`src/rtl/cp_pkg.sv`:
```
package cp_pkg;
  typedef enum logic [1:0] {
    TGT_OFFSET = 2'd0,
    TGT_GAIN   = 2'd1,
    TGT_GAMMA  = 2'd2,
    TGT_NONE   = 2'd3
  } tgt_e;

  typedef enum logic [1:0] {
    REG_SEL  = 2'd0,
    REG_AHI  = 2'd1,
    REG_ALO  = 2'd2,
    REG_DATA = 2'd3
  } reg_e;

  typedef enum logic [1:0] {
    SRC_BYTE   = 2'd0,
    SRC_MEM_LO = 2'd1,
    SRC_MEM_G  = 2'd2
  } rsrc_e;

  localparam int unsigned COL_W = 2;
  localparam int unsigned N_TBL = 3;
endpackage

```
`src/rtl/cp_ctrl.sv`:
```
module cp_ctrl
  import cp_pkg::*;
#(
  parameter int unsigned AW = 14
) (
  input  logic          clk_i,
  input  logic          rst_ni,
  input  logic          bus_valid_i,
  input  logic          bus_write_i,
  input  logic [1:0]    bus_reg_i,
  input  logic [7:0]    bus_wdata_i,
  output tgt_e          tgt_o,
  output logic [COL_W-1:0] col_o,
  output logic [AW-1:0] addr_o,
  output logic          dir_o,
  output logic          phase_o,
  output logic          acc_o,
  output logic          two_byte_o
);
  tgt_e             tgt_q;
  logic [COL_W-1:0] col_q;
  logic [AW-1:0]    addr_q;
  logic             dir_q, phase_q;
  logic             sel_wr, ahi_wr, alo_wr, data_hit, acc, two_byte;

  assign sel_wr   = bus_valid_i && bus_write_i && (bus_reg_i == REG_SEL);
  assign ahi_wr   = bus_valid_i && bus_write_i && (bus_reg_i == REG_AHI);
  assign alo_wr   = bus_valid_i && bus_write_i && (bus_reg_i == REG_ALO);
  assign data_hit = bus_valid_i && (bus_reg_i == REG_DATA);
  // dir 1 = read: an access counts only when its bus direction matches
  assign acc      = data_hit && (bus_write_i != dir_q);
  assign two_byte = (tgt_q == TGT_OFFSET) || (tgt_q == TGT_GAIN);

  always_ff @(posedge clk_i or negedge rst_ni) begin
    if (!rst_ni) begin
      tgt_q   <= TGT_OFFSET;
      col_q   <= '0;
      addr_q  <= '0;
      dir_q   <= 1'b0;
      phase_q <= 1'b0;
    end else if (sel_wr) begin
      tgt_q <= tgt_e'(bus_wdata_i[3:2]);
      col_q <= bus_wdata_i[1:0];
    end else if (ahi_wr) begin
      dir_q            <= bus_wdata_i[6];
      addr_q[AW-1:8]   <= bus_wdata_i[AW-9:0];
      phase_q          <= 1'b0;
    end else if (alo_wr) begin
      addr_q[7:0] <= bus_wdata_i;
      phase_q     <= 1'b0;
    end else if (acc) begin
      if (two_byte) begin
        phase_q <= !phase_q;
        if (phase_q) addr_q <= addr_q + 1'b1;
      end else begin
        phase_q <= 1'b0;
        addr_q  <= addr_q + 1'b1;
      end
    end
  end

  assign tgt_o      = tgt_q;
  assign col_o      = col_q;
  assign addr_o     = addr_q;
  assign dir_o      = dir_q;
  assign phase_o    = phase_q;
  assign acc_o      = acc;
  assign two_byte_o = two_byte;

  assert_gamma_step_R3: assert property (@(posedge clk_i) disable iff (!rst_ni)
    (acc && tgt_q == TGT_GAMMA) |=> (addr_q == AW'($past(addr_q) + 1)));

  assert_pair_step_R4: assert property (@(posedge clk_i) disable iff (!rst_ni)
    (acc && two_byte && phase_q) |=> (!phase_q && addr_q == AW'($past(addr_q) + 1)));

  assert_first_hold_R4: assert property (@(posedge clk_i) disable iff (!rst_ni)
    (acc && two_byte && !phase_q) |=> (phase_q && $stable(addr_q)));

  assert_phase_clr_R6: assert property (@(posedge clk_i) disable iff (!rst_ni)
    (ahi_wr || alo_wr) |=> !phase_q);

  assert_mismatch_hold_R9: assert property (@(posedge clk_i) disable iff (!rst_ni)
    (data_hit && !acc) |=> ($stable(addr_q) && $stable(phase_q)));
endmodule

```
`src/rtl/cp_range.sv`:
```
module cp_range
  import cp_pkg::*;
#(
  parameter int unsigned AW          = 14,
  parameter int unsigned GAMMA_DEPTH = 4096,
  parameter int unsigned COEF_DEPTH  = 16384
) (
  input  tgt_e             tgt_i,
  input  logic [COL_W-1:0] col_i,
  input  logic [AW-1:0]    addr_i,
  output logic             legal_o
);
  localparam logic [AW:0] GAMMA_LIM = (AW+1)'(GAMMA_DEPTH);
  localparam logic [AW:0] COEF_LIM  = (AW+1)'(COEF_DEPTH);

  logic [AW:0] addr_x;
  logic        col_ok;

  assign addr_x = {1'b0, addr_i};
  assign col_ok = (col_i != {COL_W{1'b1}});

  always_comb begin
    unique case (tgt_i)
      TGT_OFFSET, TGT_GAIN: legal_o = col_ok && (addr_x < COEF_LIM);
      TGT_GAMMA:            legal_o = col_ok && (addr_x < GAMMA_LIM);
      default:              legal_o = 1'b0;
    endcase
  end
endmodule

```
`src/rtl/cp_xfer.sv`:
```
module cp_xfer
  import cp_pkg::*;
#(
  parameter int unsigned AW       = 14,
  parameter int unsigned GAMMA_AW = 12,
  localparam int unsigned MEM_AW  = COL_W + AW
) (
  input  logic              clk_i,
  input  logic              rst_ni,
  input  logic              bus_valid_i,
  input  logic              bus_write_i,
  input  logic [1:0]        bus_reg_i,
  input  logic [7:0]        bus_wdata_i,
  input  tgt_e              tgt_i,
  input  logic [COL_W-1:0]  col_i,
  input  logic [AW-1:0]     addr_i,
  input  logic              dir_i,
  input  logic              phase_i,
  input  logic              acc_i,
  input  logic              two_byte_i,
  input  logic              legal_i,
  output logic [N_TBL-1:0]  mem_req_o,
  output logic              mem_we_o,
  output logic [MEM_AW-1:0] mem_addr_o,
  output logic [15:0]       mem_wdata_o,
  input  logic [15:0]       mem_rdata_i,
  output logic [7:0]        bus_rdata_o,
  output logic              bus_rvalid_o,
  output logic              err_o
);
  logic [N_TBL-1:0] tbl_sel;
  logic             do_rd, do_wr;
  logic [7:0]       lo_q, hold_q, byte_q, byte_d, ahi_rb;
  rsrc_e            src_q, src_d;
  logic             rvalid_q, err_q;

  for (genvar i = 0; i < N_TBL; i++) begin : g_sel
    assign tbl_sel[i] = (tgt_i == tgt_e'(i));
  end

  assign do_rd = acc_i && legal_i && !bus_write_i && (!two_byte_i || !phase_i);
  assign do_wr = acc_i && legal_i &&  bus_write_i && (!two_byte_i ||  phase_i);

  assign mem_req_o   = (do_rd || do_wr) ? tbl_sel : '0;
  assign mem_we_o    = do_wr;
  assign mem_addr_o  = two_byte_i ? {col_i, addr_i}
                                  : {col_i, {(AW-GAMMA_AW){1'b0}}, addr_i[GAMMA_AW-1:0]};
  assign mem_wdata_o = two_byte_i ? {bus_wdata_i, lo_q} : {8'h00, bus_wdata_i};

  always_comb begin
    ahi_rb            = '0;
    ahi_rb[6]         = dir_i;
    ahi_rb[AW-9:0]    = addr_i[AW-1:8];
  end

  always_comb begin
    src_d  = SRC_BYTE;
    byte_d = '0;
    if (bus_valid_i && !bus_write_i) begin
      unique case (bus_reg_i)
        REG_SEL: byte_d = {4'b0, tgt_i, col_i};
        REG_AHI: byte_d = ahi_rb;
        REG_ALO: byte_d = addr_i[7:0];
        default: begin
          if (acc_i && legal_i) begin
            if (!two_byte_i)   src_d  = SRC_MEM_G;
            else if (!phase_i) src_d  = SRC_MEM_LO;
            else byte_d = (src_q == SRC_MEM_LO) ? mem_rdata_i[15:8] : hold_q;
          end
        end
      endcase
    end
  end

  always_ff @(posedge clk_i or negedge rst_ni) begin
    if (!rst_ni) begin
      lo_q     <= '0;
      hold_q   <= '0;
      byte_q   <= '0;
      src_q    <= SRC_BYTE;
      rvalid_q <= 1'b0;
      err_q    <= 1'b0;
    end else begin
      rvalid_q <= bus_valid_i && !bus_write_i;
      src_q    <= src_d;
      byte_q   <= byte_d;
      if (src_q == SRC_MEM_LO) hold_q <= mem_rdata_i[15:8];
      if (acc_i && bus_write_i && two_byte_i && !phase_i) lo_q <= bus_wdata_i;
      if (acc_i && !legal_i) err_q <= 1'b1;
    end
  end

  assign bus_rdata_o  = (src_q == SRC_BYTE) ? byte_q : mem_rdata_i[7:0];
  assign bus_rvalid_o = rvalid_q;
  assign err_o        = err_q;

  assert_one_table_R11: assert property (@(posedge clk_i) disable iff (!rst_ni)
    $onehot0(mem_req_o));

  assert_err_sticky_R8: assert property (@(posedge clk_i) disable iff (!rst_ni)
    err_q |=> err_q);

  assert_rd_answer_R2: assert property (@(posedge clk_i) disable iff (!rst_ni)
    (bus_valid_i && !bus_write_i) |=> bus_rvalid_o);

  assert_illegal_quiet_R7: assert property (@(posedge clk_i) disable iff (!rst_ni)
    (acc_i && !legal_i) |-> (mem_req_o == '0));

  assert_hi_noreq_R5: assert property (@(posedge clk_i) disable iff (!rst_ni)
    (acc_i && !bus_write_i && two_byte_i && phase_i) |-> (mem_req_o == '0));
endmodule

```
`src/rtl/coef_port.sv`:
```
module coef_port
  import cp_pkg::*;
#(
  parameter int unsigned AW          = 14,
  parameter int unsigned GAMMA_DEPTH = 4096,
  parameter int unsigned COEF_DEPTH  = 16384,
  localparam int unsigned GAMMA_AW   = $clog2(GAMMA_DEPTH),
  localparam int unsigned MEM_AW     = COL_W + AW
) (
  input  logic              clk_i,
  input  logic              rst_ni,
  input  logic              bus_valid_i,
  input  logic              bus_write_i,
  input  logic [1:0]        bus_reg_i,
  input  logic [7:0]        bus_wdata_i,
  output logic [7:0]        bus_rdata_o,
  output logic              bus_rvalid_o,
  output logic [N_TBL-1:0]  mem_req_o,
  output logic              mem_we_o,
  output logic [MEM_AW-1:0] mem_addr_o,
  output logic [15:0]       mem_wdata_o,
  input  logic [15:0]       mem_rdata_i,
  output logic              err_o
);
  tgt_e             tgt;
  logic [COL_W-1:0] col;
  logic [AW-1:0]    addr;
  logic             dir, phase, acc, two_byte, legal;

  cp_ctrl #(.AW(AW)) u_ctrl (
    .clk_i, .rst_ni, .bus_valid_i, .bus_write_i, .bus_reg_i, .bus_wdata_i,
    .tgt_o(tgt), .col_o(col), .addr_o(addr), .dir_o(dir), .phase_o(phase),
    .acc_o(acc), .two_byte_o(two_byte)
  );

  cp_range #(.AW(AW), .GAMMA_DEPTH(GAMMA_DEPTH), .COEF_DEPTH(COEF_DEPTH)) u_range (
    .tgt_i(tgt), .col_i(col), .addr_i(addr), .legal_o(legal)
  );

  cp_xfer #(.AW(AW), .GAMMA_AW(GAMMA_AW)) u_xfer (
    .clk_i, .rst_ni, .bus_valid_i, .bus_write_i, .bus_reg_i, .bus_wdata_i,
    .tgt_i(tgt), .col_i(col), .addr_i(addr), .dir_i(dir), .phase_i(phase),
    .acc_i(acc), .two_byte_i(two_byte), .legal_i(legal),
    .mem_req_o, .mem_we_o, .mem_addr_o, .mem_wdata_o, .mem_rdata_i,
    .bus_rdata_o, .bus_rvalid_o, .err_o
  );
endmodule

```
`config.mk`:
```
export PLATFORM = sky130hd
export DESIGN_NAME = coef_port
export DESIGN_NICKNAME = d
export VERILOG_FILES = /design/src/rtl/cp_pkg.sv /design/src/rtl/cp_ctrl.sv /design/src/rtl/cp_range.sv /design/src/rtl/cp_xfer.sv /design/src/rtl/coef_port.sv
export SDC_FILE = /design/constraint.sdc
export NUM_CORES = 1
export LEC_CHECK = 0
export BUFFER_PORTS_ARGS = -buffer_cell sky130_fd_sc_hd__buf_2
export CELL_PAD_IN_SITES_DETAIL_PLACEMENT = 1
export CELL_PAD_IN_SITES_GLOBAL_PLACEMENT = 2
export CORE_MARGIN = 2
export CORE_UTILIZATION = 35
export DETAILED_ROUTE_END_ITERATION = 8
export GPL_TIMING_DRIVEN = 0
export PLACE_DENSITY_LB_ADDON = 0.2
export SLEW_MARGIN = 20
export SYNTH_ARGS = -nofsm -noshare
export SYNTH_HDL_FRONTEND = slang
export SYNTH_HIERARCHICAL = 1
export SYNTH_SLANG_ARGS = --single-unit
```
`constraint.sdc`:
```
create_clock -name clk_i -period 5 [get_ports clk_i]
set_clock_uncertainty 0.2 [all_clocks]
set_input_delay 1.5 -clock clk_i [delete_from_list [all_inputs] [get_ports clk_i]]
set_output_delay 1.5 -clock clk_i [all_outputs]
set_load 0.01 [all_outputs]
```
# After elaboration in Yosys (flattened, before gate mapping)
# Cells that the tools add are included.
classes:
  add_sub_neg: 1
  bitwise: 2
  muxes: 26
  reduce_logical: 38
  n_lt_le_gt_ge: 2
  n_eq_ne: 11
op_table:
  columns: ["op", "count"]
  rows:
  - ["$mux W14", 4]
  - ["$mux W8", 7]
  - ["$pmux W8 S3", 1]
  - ["$logic_and A1 B1 Y1", 18]
  - ["$mux W16", 1]
  - ["$lt A14 B15 Y1 const B", 1]
  - ["$add A14 B1 Y14 const B", 1]
  - ["$lt A14 B13 Y1 const B", 1]
  - ["$mux W6", 2]
  - ["$mux W2", 4]
  - ["$reduce_and A4 Y1", 2]
  - ["$eq A2 B1 Y1 const B", 3]
  - ["$eq A2 B2 Y1 const B", 3]
  - ["$logic_not A2 Y1", 3]
  - ["$ne A3 B3 Y1 const B", 2]
  - ["$mux W1", 5]
  - ["$logic_not A1 Y1", 4]
  - ["$logic_or A1 B1 Y1", 4]
  - ["$reduce_and A2 Y1", 2]
  - ["$reduce_bool A2 Y1", 2]
  - ["$mux W3", 1]
  - ["$reduce_bool A3 Y1", 1]
  - ["$reduce_or A3 Y1", 1]
  - ["$ne A2 B1 Y1 const B", 1]
  - ["5 further kinds", 6]
totals:
  in_bits: 30
  elab_cells: 92
  regBits: 48

# Depth between registers and ports, before layout
depth:
  depth_word: 8
  depth_mapped: 7

# Hierarchy
# The synthesis kept the hierarchy.
by_module_without_submodules:
  columns: ["module", "cells_per_inst", "n_inst", "area_each_um2"]
  rows:
  - ["cp_xfer", 143, 1, 1647.8]
  - ["cp_ctrl", 118, 1, 1104.8]
  - ["cp_range", 2, 1, 17.5]

# Worst setup path before layout
# Ideal clock, no wire load.
synth_timing:
  kind: "input to output"
  start: "input bus_write_i"
  end: "output mem_req_o[1]"
  n_path_buf: 1
  t_arrival_ns: 2.771
  stages: 6
  required_ns: 3.300
  slack_ns: 0.529
  path_cell_list: "buf_4 -> xnor2_1 -> nor2_1 -> nand2_1 -> a21o_1 -> nor3b_1"
synth_via:
  elab_chain_len: 7
  elab_cells_between_ends: 10
  cone_classes: "eq/ne: 1; mux: 1; reduce/logical: 8"
synth_rtl:
  columns: ["item", "line", "text"]
  rows:
  - ["from (decl)", "coef_port.sv:13", "input logic bus_write_i,"]
  - ["$ne A1 B1 Y1 (*)", "cp_ctrl.sv:31", "assign acc = data_hit && (bus_write_i != dir_q);"]
  - ["$logic_and A1 B1 Y1 (*)", "cp_ctrl.sv:31", null]
  - ["named net acc", "coef_port.sv:28", "logic dir, phase, acc, two_byte, legal;"]
  - ["$logic_and A1 B1 Y1 (*)", "cp_xfer.sv:41, cp_xfer.sv:42", null]
  - ["$logic_and A1 B1 Y1 (on tied branches) (2 in a row)", "cp_xfer.sv:41, cp_xfer.sv:42", null]
  - ["$logic_or A1 B1 Y1 (*)", "cp_xfer.sv:44", "assign mem_req_o = (do_rd || do_wr) ? tbl_sel : '0;"]
  - ["$mux W3 (*)", "cp_xfer.sv:44", null]
  - ["to (decl)", "coef_port.sv:18", "output logic [N_TBL-1:0] mem_req_o,"]
# The timed path passes the listed nets; every way through them passes the cells marked *.

# Worst setup path in the final report
layout_timing:
  start: "input bus_write_i"
  end: "output mem_req_o[2]"
# The elaborated chain is that of the path after synthesis.

==> impl_metrics.tcl <==
set metrics [dict create \
    status "finished clean" \
    dr.first_iter.drc_count 82 \
    yosysWarnings 6 \
    cts_tree "yes" \
    synth_nets 294 \
    syn_area_um2 2770 \
    timing.rr.end "u_ctrl/addr_o[12]" \
    rows 32 \
    hold_violations 0 \
    reg2reg_slack_ps 2720 \
    vias 2342 \
    r2r_cells 5 \
    hold_path_depth 1 \
    critical_path.max_fanout 6 \
    ant_nets 0 \
    yosys.area.top_type "dfrtp_1" \
    period_share_pct 96.2 \
    drv_cap 0 \
    slew_headroom_pct 42.2 \
    place_area_um2 3270 \
    synth_ff_type "dfrtp_1" \
    min_to "u_xfer/err_o" \
    final_area_um2 3440 \
    yosysUniqueCellTypes 46 \
    holdWs_ps 279 \
    power_density_nw_per_um2 388 \
    period_needed_ps 4810 \
    grt_pass1_vias 2449 \
    ys_ff_latch 48 \
    path_cells "buf_2 -> buf_4 -> xnor2_1 -> nor2_2 -> nand2_1 -> a21o_1 -> nor3b_1 -> buf_2" \
    seq_area_frac_synth_pct 43.4 \
    vias_per_cell 5.23 \
    synth_top_area_share_pct 43.4 \
    ir_worst_vdd_v 0.000172 \
    hold_class "flip-flop to flip-flop" \
    cpPeakStageDelay_ps 290 \
    grt_antenna_before_repair 0 \
    drc 0 \
    hold_buffers 0 \
    cp_common_cell "buf_2" \
    postSynthAreaPerCell_um2 10.5 \
    wl_per_cell_um 17.5 \
    pin_count 76 \
    min-delay-start "u_xfer/err_o" \
    wl_mm 7.83 \
    utilization_pct 44.7 \
    leakagePower_nw 1.64 \
    slowest_stage "nor2_2" \
    coreArea_um2 7690 \
    clk_latency_ps 300 \
    cts_root_buf "clkbuf_8" \
    worst_slew_pin_slew_ps 866 \
    critPathArrivalTime_ps 3110 \
    finalNetCount 376 \
    drive_above_1_share_pct 43.6 \
    io_buffer_count 75 \
    crit_type "primary input to output pin" \
    cts_max_level 2 \
    synth.most_common_cell "dfrtp_1" \
    critPathCaptureType "output pin" \
    cp.required_ps 3300 \
    report.final.slew_viol_count 0 \
    dp_hpwl_mm 5.83 \
    gp_routability_congestion 0.805 \
    cts.sink_count 48 \
    path_clk_slew_ps 80 \
    clockBufferDepth 2 \
    rsz0062_at_grt "false" \
    firstDrtPassIters 4 \
    synth_area_leaders "dfrtp_1 43%, mux2_2 13%, mux2_4 4.3%" \
    critPathLaunch "bus_write_i" \
    antenna_cells 0 \
    grt_use_total_pct 19.2 \
    initial_utilization_pct 36.0 \
    final_cells 448 \
    setup_viol 0 \
    fin_setup_tns_ps 0 \
    startpoint_type "primary input" \
    max_freq_mhz 208 \
    reg2reg_from "u_ctrl/addr_o[3]" \
    cts_buffers 5 \
    synth-edff-count 0 \
    grt_remaining_overflow 0 \
    grt_max_degree 49 \
    dieWidth_um 93.0 \
    dieArea_um2 8640 \
    synthTopCellsByCount "48 x dfrtp_1, 31 x mux2_2, 21 x nand2_1" \
    placed_cells 440 \
    netlist_instances 263 \
    die_h_um 93.0 \
    grt_pass1_wl_mm 12.9 \
    areaGrowthSynthToFinish_pct 24.1 \
    synth-async-reset-ratio_pct 100 \
]
layout make-up:
type / count / area [um2]
sequential: 48 / 1200
fill: 929 / 4250
multi-input combinational: 188 / 1390
tap: 102 / 128
clock inverter: 3 / 90.1
buffer: 23 / 170
clock buffer: 5 / 68.8
inverter: 4 / 15.0
timing repair buffer: 75 / 378
sequential cells by signal, summed over array words and instances, names as in the netlist:
register / cells
u_ctrl/phase_o: 1
u_xfer/byte_q: 8
u_ctrl/col_o: 2
u_xfer/lo_q: 8
u_xfer/src_q: 2
u_xfer/err_o: 1
u_ctrl/addr_o: 14
u_ctrl/dir_o: 1
u_xfer/bus_rvalid_o: 1
u_ctrl/tgt_o: 2
u_xfer/hold_q: 8
worst max-delay path, delay by kind of cell:
family | cells | cell delay (ps)
AND/OR/NAND/NOR | 3 | 690
buffers and inverters | 3 | 470
AO/OA/AOI/OAI | 1 | 230
XOR/XNOR | 1 | 210
layer usage:
metal / global-route usage (%) / wire length, um / vias up / share of wire [%]
met4: 5.15 / 88 / 0 / 1.1
met1: 25.3 / 3470 / 1156 / 44
met5: 0 / 0 / - / 0
met2: 32.7 / 3840 / 70 / 49
li1: - / - / 1112 / -
met3: 3.17 / 426 / 4 / 5.4
kinds of logic (layout without fill, tap and decap cells):
logic type	Yosys count	in the layout	synth area share, %
buffers and inverters	27	110	6.68
flip-flops	48	48	43.4
AO/OA/AOI/OAI	44	44	10.7
AND/OR/NAND/NOR	94	94	18.7
adder cells (fa/ha/maj)	1	1	0.452
XOR/XNOR	8	8	2.53
multiplexers	41	41	17.7
placed cells by master (no fill, tap or decap), types with 2 or more instances in the layout:
master	instances
a21o_1	2
mux2_4	8
dfrtp_1	48
mux2_2	31
bufinv_16	3
a31oi_1	5
or4_1	5
o221ai_1	4
xor2_1	5
a21oi_2	2
nor3b_1	4
nor2_1	12
o211ai_1	2
buf_6	2
clkbuf_1	3
nand4b_1	2
nand4_1	4
mux2i_1	2
nor2_2	3
clkbuf_8	6
nor3_1	10
nand2_1	21
nor4_1	5
buf_4	16
a21oi_1	9
nand2b_1	4
buf_2	76
o31ai_1	3
xnor2_1	3
inv_1	4
and2_1	10
nand3_1	7
o21ai_0	11
worst max path at each step:
stage,end,cells past startpoint,slack (ps)
global route,mem_req_o[1],8,80
floorplan,mem_req_o[1],6,530
detailed placement,mem_req_o[2],8,80
finish,mem_req_o[2],8,190
global placement,mem_req_o[1],8,110
CTS,mem_req_o[2],8,60
where the power goes:
| group | leakage (nW) | switching, mW | internal (mW) |
|---|---|---|---|
| sequential | 0.599 | 0.0914 | 0.462 |
| clock | 0.0784 | 0.135 | 0.250 |
| combinational | 0.967 | 0.187 | 0.209 |
| total | 1.64 | 0.413 | 0.922 |
per-stage QoR:
step	total power [mW]	worst slack (ps)
final	1.34	190
after global routing	1.42	80.0
after CTS	1.35	64.0
after detailed placement	0.962	76.3
after global placement	0.952	110
after floorplan	0.795	529
what timing repair did:
action                     4_1_cts  5_1_grt
setup buffers                    0        0
gates resized for setup          0        1
setup endpoints to repair        0        2
No activity file was read; power rests on OpenSTA's default activity.
